[src/rtl/nand_ecc_pkg.sv]
package nand_ecc_pkg;

    // Address lines that select a bit inside one byte
    localparam int BIT_AW = 3;

    typedef enum logic [1:0] {
        ST_IDLE,
        ST_DATA,
        ST_CODE_WAIT
    } ecc_state_t;

    typedef enum logic [1:0] {
        OUT_CLEAN,
        OUT_DATA_ERR,
        OUT_CODE_ERR,
        OUT_MULTI
    } ecc_outcome_t;

endpackage

[src/rtl/ecc_parity_accum.sv]
module ecc_parity_accum
    import nand_ecc_pkg::*;
#(
    parameter  int BYTE_AW = 9,
    localparam int LINES   = BYTE_AW + BIT_AW,
    localparam int CW      = 2 * LINES
) (
    input  logic               clk,
    input  logic               rst_n,
    input  logic               clear,
    input  logic               en,
    input  logic [BYTE_AW-1:0] byte_addr,
    input  logic [7:0]         data,
    output logic [CW-1:0]      acc,
    output logic [CW-1:0]      acc_next
);

    logic [LINES-1:0] p_c;
    logic [LINES-1:0] np_c;
    logic             byte_par;

    assign byte_par = ^data;

    // Bit-index lines: split the byte by each index bit
    always_comb begin
        for (int j = 0; j < BIT_AW; j++) begin
            p_c[j]  = 1'b0;
            np_c[j] = 1'b0;
            for (int b = 0; b < 8; b++) begin
                if (((b >> j) & 1) == 1) p_c[j]  = p_c[j]  ^ data[b];
                else                     np_c[j] = np_c[j] ^ data[b];
            end
        end
    end

    // Byte-offset lines: whole-byte parity steered by each address bit
    for (genvar k = 0; k < BYTE_AW; k++) begin : g_byte_line
        assign p_c[BIT_AW+k]  =  byte_addr[k] & byte_par;
        assign np_c[BIT_AW+k] = ~byte_addr[k] & byte_par;
    end

    assign acc_next = en ? (acc ^ {np_c, p_c}) : acc;

    always_ff @(posedge clk or negedge rst_n) begin
        if (!rst_n)     acc <= '0;
        else if (clear) acc <= '0;
        else            acc <= acc_next;
    end

    assert_clear_zeroes_R7: assert property (@(posedge clk) disable iff (!rst_n)
        clear |=> (acc == '0));

endmodule

[src/rtl/ecc_syndrome_classify.sv]
module ecc_syndrome_classify
    import nand_ecc_pkg::*;
#(
    parameter  int LINES = 12,
    localparam int CW    = 2 * LINES
) (
    input  logic [CW-1:0]    computed,
    input  logic [CW-1:0]    stored,
    output ecc_outcome_t     outcome,
    output logic [LINES-1:0] location
);

    logic [CW-1:0] syn;

    assign syn      = computed ^ stored;
    assign location = syn[LINES-1:0];

    always_comb begin
        if (syn == '0)
            outcome = OUT_CLEAN;
        else if ((syn[LINES-1:0] ^ syn[CW-1:LINES]) == '1)
            outcome = OUT_DATA_ERR;
        else if ($countones(syn) == 1)
            outcome = OUT_CODE_ERR;
        else
            outcome = OUT_MULTI;
    end

    always_comb begin
        if (outcome == OUT_DATA_ERR)
            assert_data_err_weight_R4: assert ($countones(syn) == LINES);
    end

endmodule

[src/rtl/ecc_sector_ctrl.sv]
module ecc_sector_ctrl
    import nand_ecc_pkg::*;
#(
    parameter  int SECTOR_BYTES = 512,
    parameter  int MAX_SECTORS  = 8,
    localparam int BYTE_AW      = $clog2(SECTOR_BYTES),
    localparam int SEC_W        = (MAX_SECTORS > 1) ? $clog2(MAX_SECTORS) : 1
) (
    input  logic               clk,
    input  logic               rst_n,
    input  logic               sw_reset,
    input  logic               cmd_start,
    input  logic               cmd_is_read,
    input  logic [1:0]         page_sel,
    input  logic               byte_valid,
    input  logic               code_valid,
    output ecc_state_t         state,
    output logic               rd_mode,
    output logic [BYTE_AW-1:0] byte_addr,
    output logic [SEC_W-1:0]   sector_idx,
    output logic               acc_en,
    output logic               acc_clear,
    output logic               wr_end,
    output logic               rd_end,
    output logic               page_end
);

    localparam logic [BYTE_AW-1:0] LAST_BYTE = BYTE_AW'(SECTOR_BYTES - 1);
    localparam logic [SEC_W-1:0]   LAST_FULL = SEC_W'(MAX_SECTORS - 1);
    localparam logic [SEC_W-1:0]   LAST_MID  = SEC_W'(MAX_SECTORS / 2 - 1);

    ecc_state_t         state_nx;
    logic [SEC_W-1:0]   last_idx;
    logic               ctl_hold;
    logic               byte_take;
    logic               last_sector;

    assign ctl_hold    = sw_reset | cmd_start;
    assign last_sector = (sector_idx == last_idx);

    // Next state
    always_comb begin
        state_nx = state;
        if (sw_reset)
            state_nx = ST_IDLE;
        else if (cmd_start)
            state_nx = ST_DATA;
        else begin
            unique case (state)
                ST_IDLE:      state_nx = ST_IDLE;
                ST_DATA: begin
                    if (byte_valid && byte_addr == LAST_BYTE) begin
                        if (rd_mode)          state_nx = ST_CODE_WAIT;
                        else if (last_sector) state_nx = ST_IDLE;
                    end
                end
                ST_CODE_WAIT: begin
                    if (code_valid)
                        state_nx = last_sector ? ST_IDLE : ST_DATA;
                end
            endcase
        end
    end

    // State register and counters
    always_ff @(posedge clk or negedge rst_n) begin
        if (!rst_n) begin
            state      <= ST_IDLE;
            rd_mode    <= 1'b0;
            byte_addr  <= '0;
            sector_idx <= '0;
            last_idx   <= '0;
        end else begin
            state <= state_nx;
            if (sw_reset) begin
                byte_addr  <= '0;
                sector_idx <= '0;
            end else if (cmd_start) begin
                rd_mode    <= cmd_is_read;
                byte_addr  <= '0;
                sector_idx <= '0;
                unique case (page_sel)
                    2'd0:    last_idx <= '0;
                    2'd1:    last_idx <= LAST_MID;
                    default: last_idx <= LAST_FULL;
                endcase
            end else begin
                if (byte_take)
                    byte_addr <= (byte_addr == LAST_BYTE) ? '0 : byte_addr + 1'b1;
                if ((wr_end || rd_end) && !last_sector)
                    sector_idx <= sector_idx + 1'b1;
            end
        end
    end

    // Outputs
    always_comb begin
        byte_take = !ctl_hold && (state == ST_DATA) && byte_valid;
        acc_en    = byte_take;
        wr_end    = byte_take && !rd_mode && (byte_addr == LAST_BYTE);
        rd_end    = !ctl_hold && (state == ST_CODE_WAIT) && code_valid;
        page_end  = (wr_end || rd_end) && last_sector;
        acc_clear = ctl_hold || wr_end || rd_end;
    end

    assert_wait_needs_read_R10: assert property (@(posedge clk) disable iff (!rst_n)
        (state == ST_CODE_WAIT) |-> rd_mode);

endmodule

[src/rtl/nand_ecc_engine.sv]
module nand_ecc_engine
    import nand_ecc_pkg::*;
#(
    parameter  int SECTOR_BYTES = 512,
    parameter  int MAX_SECTORS  = 8,
    localparam int BYTE_AW      = $clog2(SECTOR_BYTES),
    localparam int LINES        = BYTE_AW + BIT_AW,
    localparam int CODE_W       = 2 * LINES,
    localparam int SEC_W        = (MAX_SECTORS > 1) ? $clog2(MAX_SECTORS) : 1
) (
    input  logic                   clk,
    input  logic                   rst_n,
    input  logic                   sw_reset,
    input  logic                   cmd_start,
    input  logic                   cmd_is_read,
    input  logic [1:0]             page_sel,
    input  logic                   byte_valid,
    input  logic [7:0]             byte_data,
    input  logic                   code_valid,
    input  logic [CODE_W-1:0]      code_in,
    output logic [CODE_W-1:0]      code_out,
    output logic                   code_out_valid,
    output logic                   sector_done,
    output logic [SEC_W-1:0]       done_sector,
    output logic                   page_done,
    output logic [MAX_SECTORS-1:0] rec_err,
    output logic [MAX_SECTORS-1:0] code_err,
    output logic [MAX_SECTORS-1:0] multi_err,
    output logic [BYTE_AW-1:0]     err_byte,
    output logic [BIT_AW-1:0]      err_bit
);

    ecc_state_t         state;
    logic               rd_mode;
    logic [BYTE_AW-1:0] byte_addr;
    logic [SEC_W-1:0]   sector_idx;
    logic               acc_en, acc_clear, wr_end, rd_end, page_end;
    logic [CODE_W-1:0]  acc, acc_next;
    ecc_outcome_t       outcome;
    logic [LINES-1:0]   location;

    ecc_sector_ctrl #(
        .SECTOR_BYTES (SECTOR_BYTES),
        .MAX_SECTORS  (MAX_SECTORS)
    ) u_ctrl (
        .clk         (clk),
        .rst_n       (rst_n),
        .sw_reset    (sw_reset),
        .cmd_start   (cmd_start),
        .cmd_is_read (cmd_is_read),
        .page_sel    (page_sel),
        .byte_valid  (byte_valid),
        .code_valid  (code_valid),
        .state       (state),
        .rd_mode     (rd_mode),
        .byte_addr   (byte_addr),
        .sector_idx  (sector_idx),
        .acc_en      (acc_en),
        .acc_clear   (acc_clear),
        .wr_end      (wr_end),
        .rd_end      (rd_end),
        .page_end    (page_end)
    );

    ecc_parity_accum #(
        .BYTE_AW (BYTE_AW)
    ) u_accum (
        .clk       (clk),
        .rst_n     (rst_n),
        .clear     (acc_clear),
        .en        (acc_en),
        .byte_addr (byte_addr),
        .data      (byte_data),
        .acc       (acc),
        .acc_next  (acc_next)
    );

    ecc_syndrome_classify #(
        .LINES (LINES)
    ) u_classify (
        .computed (acc),
        .stored   (code_in),
        .outcome  (outcome),
        .location (location)
    );

    // Result and status registers
    always_ff @(posedge clk or negedge rst_n) begin
        if (!rst_n) begin
            code_out       <= '0;
            code_out_valid <= 1'b0;
            sector_done    <= 1'b0;
            done_sector    <= '0;
            page_done      <= 1'b0;
            rec_err        <= '0;
            code_err       <= '0;
            multi_err      <= '0;
            err_byte       <= '0;
            err_bit        <= '0;
        end else begin
            code_out_valid <= 1'b0;
            sector_done    <= 1'b0;
            page_done      <= 1'b0;
            if (sw_reset || cmd_start) begin
                code_out    <= '0;
                done_sector <= '0;
                rec_err     <= '0;
                code_err    <= '0;
                multi_err   <= '0;
                err_byte    <= '0;
                err_bit     <= '0;
            end else if (wr_end) begin
                code_out       <= acc_next;
                code_out_valid <= 1'b1;
                sector_done    <= 1'b1;
                done_sector    <= sector_idx;
                page_done      <= page_end;
            end else if (rd_end) begin
                sector_done <= 1'b1;
                done_sector <= sector_idx;
                page_done   <= page_end;
                err_byte    <= '0;
                err_bit     <= '0;
                unique case (outcome)
                    OUT_CLEAN:    ;
                    OUT_DATA_ERR: begin
                        rec_err[sector_idx] <= 1'b1;
                        err_byte            <= location[LINES-1:BIT_AW];
                        err_bit             <= location[BIT_AW-1:0];
                    end
                    OUT_CODE_ERR: code_err[sector_idx]  <= 1'b1;
                    OUT_MULTI:    multi_err[sector_idx] <= 1'b1;
                endcase
            end
        end
    end

    assert_flags_exclusive_R9: assert property (@(posedge clk) disable iff (!rst_n)
        ((rec_err & code_err) | (rec_err & multi_err) | (code_err & multi_err)) == '0);

    assert_result_latency_R10: assert property (@(posedge clk) disable iff (!rst_n)
        sector_done |-> $past(wr_end || rd_end));

    assert_sw_reset_clears_R8: assert property (@(posedge clk) disable iff (!rst_n)
        sw_reset |=> (rec_err == '0 && code_err == '0 && multi_err == '0 && !sector_done));

    assert_code_only_on_write_R1: assert property (@(posedge clk) disable iff (!rst_n)
        code_out_valid |-> !rd_mode);

    assert_page_done_idle_R2: assert property (@(posedge clk) disable iff (!rst_n)
        page_done |-> (state == ST_IDLE));

endmodule

[config.mk]
export PLATFORM = sky130hd
export DESIGN_NAME = nand_ecc_engine
export DESIGN_NICKNAME = d
export VERILOG_FILES = /design/src/rtl/nand_ecc_pkg.sv /design/src/rtl/ecc_parity_accum.sv /design/src/rtl/ecc_syndrome_classify.sv /design/src/rtl/ecc_sector_ctrl.sv /design/src/rtl/nand_ecc_engine.sv
export SDC_FILE = /design/constraint.sdc
export NUM_CORES = 1
export LEC_CHECK = 0
export ABC_CLOCK_PERIOD_IN_PS = 5400
export CORE_MARGIN = 2
export CORE_UTILIZATION = 50
export DETAILED_ROUTE_END_ITERATION = 7
export GPL_TIMING_DRIVEN = 1
export PLACE_DENSITY = 0.8
export SLEW_MARGIN = 10
export SYNTH_ARGS = -nofsm -noshare
export SYNTH_HDL_FRONTEND = slang
export SYNTH_SLANG_ARGS = --single-unit
[constraint.sdc]
create_clock -name clk -period 5.4 [get_ports clk]
set_input_delay 1.35 -clock clk [delete_from_list [all_inputs] [get_ports clk]]
set_output_delay 1.35 -clock clk [all_outputs]
set_load 0.01 [all_outputs]
==> results.toml, run 1 <==
[status]
violations = "negative setup slack"
status = "complete, but fails checks"

[routing]
wirelength_um = 18600
remaining_drc_errors = 0
postRouteAntennaNets = 0
via_count = 5976
post_drt_wl_per_cell_um = 18.2
dr.pass1.iters = 5
drtIter0Drc = 575
viasPerCell = 5.85

[sta]
rsz0062_at_grt = "yes"
worst_pin_slew_ns = 0.906
finalSetupViolCount = 16
final.setup.worst_slack_ns = -0.588
max-slew-margin-rel_pct = 39.6
hold_viol = 0
max_freq_mhz = 167
period_share_pct = 111
final_max_slew_viol_count = 0
fin_skew_ns = 0.0129
tns_ns = -8.39
post-route-min-period_ns = 5.99

[global_route]
gr-total-overflow = 0
grt_usage_pct = 26.4
antenna_found_initial = 0
first_global_vias = 5960
grt_pass1_wl_um = 30400
grt_start_max_net_pins = 74

[clocking]
tritoncts = "yes"
cts_sinks = 107
clock_latency_ns = 0.36
ctsHoldBuffers = 0
root_buffer = "clkbuf_16"
cts_max_level = 3
clock_path_buffers = 2
clkSlewWorstSetupHoldPaths_ns = 0.07
cts_made_buffers = 9

[worst_setup_path]
crit_family = "adder cells"
cpPeakStageDelay_ns = 0.59
crit_path_frequent_cell = "fa_1"
crit_chain = "buf_4 -> xnor2_4 -> inv_1 -> ha_2 -> inv_2 -> fa_1 -> fa_1 -> fa_1 -> fa_1 -> inv_2 -> fa_1 -> ha_2 -> inv_2 -> fa_1 -> nand2b_1 -> or4_4 -> nor2_2 -> a32o_1"
cpMaxStageDelayCell = "or4_4"
end_kind = "register"
worstPathMaxFanout = 4
path_class = "primary input to register"
critical_path_arrival_ns = 6.27
worst-path-buf-inv = 5
start_kind = "primary input"
critPathRequiredTime_ns = 5.68

[die]
ios = 107
die_w_um = 121
die_h_um = 121
core_area_sq_um = 13300
dieArea_sq_um = 14600
start_util_pct = 51.4
num_rows = 42

[synthesis]
async_flop_share_pct = 100
yosys_warnings = 0
seq_area_frac_synth_pct = 39.2
netlist_area_sq_um = 6830
syn_nets = 818
synth-main-ff-cell = "dfrtp_1"
synth_cell_type_count = 49
syn_avg_cell_area_sq_um = 9.49
ys_ff_latch = 107
synthesis.instances = 720
synth_edf_count = 0

[layout]
seq_area_sq_um = 2680
fillCellCount = 1025
area_growth_pct = 31.9
num_antenna_cells = 0
final_layout_size_suffix_gt1_share_pct = 19.8
fin_nets = 939
multi_input_area_sq_um = 4100
final_util_pct = 67.8

[power_and_ir_drop]
internal_power_uw = 1640
comb_power_share_pct = 40.2
seqPwrFrac_pct = 32.4
clock_power_share_pct = 27.3
peakVddDrop_mv = 0.230
switching_share_pct = 35.1
power_density_nw_per_um2 = 281
power_leakage_uw = 0.00402
p_sw_uw = 889

[place]
globalplace.congestion = 0.915
dp_worst_setup_slack_ns = -1.32
numPortBuffers = 106
dp_hpwl_um = 13300

[worst_hold_path]
worstHoldPathType = "register to register"

[flow_run]
maxCapViolations = 0
[cell usage in the layout (no fill, tap or decap), types with 5 or more instances in the layout]
master             n
nor2_1            33
nand2b_1           5
buf_4             54
ha_2               6
xnor2_1           28
nand4_1           13
nand2_1           52
clkbuf_16          9
buf_2              8
nor3_1            15
a31oi_1           20
inv_2             19
clkdlybuf4s50_1   87
o311ai_0           9
o21ai_0           35
nand3b_1           5
buf_6              7
nor2_2             5
nor4_1            13
ha_1              27
a32o_1            20
and3_1            19
xnor2_4           18
or4_1             10
o31ai_1           11
inv_1             54
a21oi_1           14
dfrtp_1          107
ha_4               5
nand3_1           58
xor2_1             9
fa_1              15
[routing by layer]
| metal | routed length (um) | track usage, % |
|---|---|---|
| met3 | 1200 | 2.77 |
| met5 | 0 | 0 |
| met1 | 7710 | 35.0 |
| met2 | 9110 | 44.9 |
| met4 | 555 | 9.74 |
[path summary, 6_finish.rpt]
path / start / endpoint / slack [ns] / depth (start not counted)
worst max-delay path: code_in[3] / code_err[2] / -0.59 / 18
worst min-delay path: err_bit[2] / err_bit[2] / 0.49 / 2
worst max register to register: u_accum.acc[10] / code_err[2] / -0.10 / 17
worst min register to register: err_bit[2] / err_bit[2] / 0.49 / 2
max in group asynchronous: rst_n / code_out[5] / 3.23 / 2
min in group asynchronous: rst_n / err_byte[7] / 1.14 / 1
[synthesized netlist by cell type, types with 2 or more instances]
master / n / area (sq um)
dfrtp_1: 107 / 2680
inv_1: 73 / 274
nand3_1: 58 / 290
nand2_1: 52 / 195
nor2_1: 40 / 150
ha_1: 38 / 475
xnor2_1: 38 / 333
clkbuf_1: 35 / 131
o21ai_0: 35 / 175
a32o_1: 21 / 210
a31oi_1: 20 / 125
and3_1: 19 / 119
fa_1: 19 / 380
nor3_1: 17 / 85.1
a21oi_1: 14 / 70.1
nor4_1: 14 / 87.6
nand4_1: 13 / 81.3
xnor2_2: 12 / 195
o31ai_1: 11 / 82.6
or4_1: 11 / 82.6
xor2_1: 10 / 87.6
o311ai_0: 9 / 78.8
buf_2: 5 / 25.0
nand2b_1: 5 / 31.3
nand3b_1: 5 / 37.5
a22o_1: 4 / 35.0
buf_6: 4 / 45.0
nor2b_1: 4 / 25.0
buf_1: 3 / 11.3
mux2_2: 3 / 33.8
nor4_4: 2 / 42.5
o211ai_1: 2 / 15.0
[what timing repair did]
item | CTS | global route
pin swaps | 50 | 21
buffers inserted | 12 | 3
endpoints found under the setup margin | 16 | 16
hold endpoints to repair | 0 | 0
gates cloned | 0 | 0
resized for setup | 116 | 17
[through the flow]
step / total power, uW / hold slack, ns / std cells / area [sq um]
after floorplan: 1430 / 0.502 / 720 / 7110
after global placement: 1670 / 0.465 / 991 / 8480
after detailed placement: 1720 / 0.479 / 991 / 8480
after CTS: 2470 / 0.493 / 1018 / 8920
after global routing: 2680 / 0.518 / 1021 / 9010
final: 2530 / 0.486 / 1021 / 9010
[power by group through the flow]
stage	sequential [uW]	clock, uW	combinational, uW
finish	821	691	1020
global route	822	734	1120
CTS	820	698	951
detailed placement	836	0	883
global placement	834	0	836
floorplan	836	0	596
[cell type report]
type | instances | share of cell area, %
multi-input combinational | 491 | 45.5
sequential | 107 | 29.7
timing repair buffer | 158 | 15.9
inverter | 74 | 3.11
clock buffer | 11 | 2.80
tap | 176 | 2.44
clock inverter | 4 | 0.625
[logic make-up (layout without fill, tap and decap cells)]
family / after synthesis / count (layout) / synth area share [%]
AOI/OAI and AO/OA: 119 / 119 / 11.9
xor gates and xnor gates: 60 / 60 / 9.01
adders and majority gates: 57 / 57 / 12.5
buffers and inverters: 122 / 247 / 7.29
DFF: 107 / 107 / 39.2
muxes: 4 / 4 / 0.641
and+or+nand+nor: 251 / 251 / 19.4
[registers in the layout (all words and copies together) (netlist names), 8 cells and up]
register	cells
multi_err	8
code_out	24
code_err	8
rec_err	8
u_ctrl.byte_addr	9
err_byte	9
u_accum.acc	24
[worst min-delay path, delay by kind of cell, from the launching register on]
| kind | cells | cell delay (ns) |
|---|---|---|
| DFF | 1 | 0.35 |
| and+or+nand+nor | 1 | 0.05 |
| AOI/OAI and AO/OA | 1 | 0.06 |
(Power assumes the default switching activity.)
==> inputs of run 2 (changes only) <==
CORE_ASPECT_RATIO = 0.8   (was unset)
CORE_UTILIZATION = 45   (was 50)
PLACE_DENSITY = 0.78   (was 0.8)
==> run 2 against run 1 <==
Against the previous run: the run still ends with negative setup slack left; total power fell by 1.4%; worst setup slack improved by 0.020 ns; worst hold slack improved by 0.0034 ns; count of clock-buffer cells in the layout decreased by 1; first-iteration DRC count decreased by 21%; critical path type unchanged; critical endpoint is now code_err[7]; largest cell class unchanged.
==> results.toml, run 2 (same netlist as run 1, synthesis figures left out) <==
[global_route]
grt_start_max_net_pins = 72
grt_usage_pct = 23.6
grt_pass1_wl_um = 30100
first_global_vias = 5765
antenna_found_initial = 0
gr-total-overflow = 0

[place]
numPortBuffers = 106
dp_hpwl_um = 13300
globalplace.congestion = 0.868

[sta]
hold_viol = 0
final_max_slew_viol_count = 0
max-slew-margin-rel_pct = 36.8
worst_pin_slew_ns = 0.934
final.setup.worst_slack_ns = -0.568
post-route-min-period_ns = 5.97
rsz0062_at_grt = "yes"
hold_slack_ns = 0.490
period_share_pct = 111
max_freq_mhz = 168
fin_skew_ns = 0.0113
finalSetupViolCount = 16

[power_and_ir_drop]
power_leakage_uw = 0.00403
peakVddDrop_mv = 0.186
total_power_uw = 2490
power_density_nw_per_um2 = 277

[routing]
postRouteAntennaNets = 0
wirelength_um = 18800
drtIter0Drc = 456
via_count = 5981
viasPerCell = 5.74
post_drt_wl_per_cell_um = 18.1
remaining_drc_errors = 0
dr.pass1.iters = 5

[status]
violations = "negative setup slack"
status = "complete, but fails checks"

[worst_setup_path]
end_kind = "register"
critPathRequiredTime_ns = 5.69
ff2ff_setup_slack_ns = -0.02
crit_path_end = "code_err[7]"
path_class = "primary input to register"
r2r-start = "u_accum.acc[11]"
rr_endpoint = "code_err[7]"
worstPathMaxFanout = 4
reg2regPathDepth = 17
critPathLaunch = "code_in[12]"
critical_path_arrival_ns = 6.26
start_kind = "primary input"

[layout]
final_cell_mix = "dfrtp_1, clkdlybuf4s50_1, buf_4"
final_layout_size_suffix_gt1_share_pct = 19.6
final_common_cell = "dfrtp_1"
fillCellCount = 1246
biggestRegsByFlops = "code_out: 24 flops, u_accum.acc: 24 flops"
fin_nets = 946
area_growth_pct = 31.7
num_antenna_cells = 0

[clocking]
clock_path_buffers = 2
clock_latency_ns = 0.35
cts_made_buffers = 9
cts_max_level = 3
root_buffer = "clkbuf_16"
clkSlewWorstSetupHoldPaths_ns = 0.08
cts_sinks = 107
tritoncts = "yes"
ctsHoldBuffers = 0

[die]
die_h_um = 114
ios = 107
core_area_sq_um = 14900
num_rows = 40
start_util_pct = 45.8
die_w_um = 142
dieArea_sq_um = 16200

[flow_run]
maxCapViolations = 0

[worst_hold_path]
worstHoldPathType = "register to register"
run 2: report_power, final:
| part | total, uW | switching, uW | internal, uW | leakage, uW |
|---|---|---|---|---|
| logic | 993 | 564 | 428 | 0.00240 |
| clock network | 680 | 339 | 341 | 0.000150 |
| registers | 820 | 9.61 | 811 | 0.00148 |
run 2: area by class of cell:
class	instances	area, sq um	share of cell area, %
clock inverter	6	65.1	0.723
timing repair buffer	165	1450	16.1
inverter	74	278	3.09
tap	189	236	2.63
clock buffer	10	239	2.66
multi-input combinational	491	4050	45.1
sequential	107	2680	29.8
run 2: critical path: stages:
cell	delay, ns
buf_8	0.10
xnor2_4	0.19
inv_2	0.07
ha_4	0.16
fa_1	0.55
inv_2	0.04
fa_1	0.54
fa_1	0.44
fa_1	0.51
inv_2	0.04
fa_1	0.52
ha_2	0.19
inv_2	0.04
fa_1	0.47
nand2b_1	0.09
or4_4	0.59
nor3_4	0.15
a32o_1	0.19
run 2: repair_timing:
item | 4_1_cts | 5_1_grt
gates resized for setup | 97 | 17
pin swaps | 40 | 8
cloned | 0 | 0
buffers inserted | 14 | 4
setup endpoints to repair | 16 | 16
run 2: worst min path at each step:
stage                       start            endpoint  slack [ns]  cells past startpoint
2_1_floorplan  u_ctrl.last_idx[2]  u_ctrl.last_idx[2]        0.50                      1
3_3_place_gp          err_byte[6]         err_byte[6]        0.46                      2
3_5_place_dp          err_byte[4]         err_byte[4]        0.47                      2
4_1_cts               err_byte[4]         err_byte[4]        0.49                      2
5_1_grt               err_byte[4]         err_byte[4]        0.51                      2
6_report              err_byte[4]         err_byte[4]        0.49                      2
run 2: layer usage:
metal	track usage [%]	share of wire, %	vias up
li1	-	-	2773
met1	33.2	43	2892
met2	39.0	48	294
met3	4.06	7.9	22
met4	4.07	0.88	0
met5	0	0	-
run 2: through the flow:
stage                     area [sq um]  worst slack [ns]  util, %  TNS (ns)  cells
after global routing              9000            -0.688     60.3    -10.11   1042
after CTS                         8920            -0.522     59.8     -6.87   1038
after global placement            8530             -1.26     57.2    -18.37   1008
after floorplan                   7110            -0.593        -     -7.77    720
final                             9000            -0.568     60.3     -8.15   1042
after detailed placement          8530             -1.39     57.2    -20.23   1008
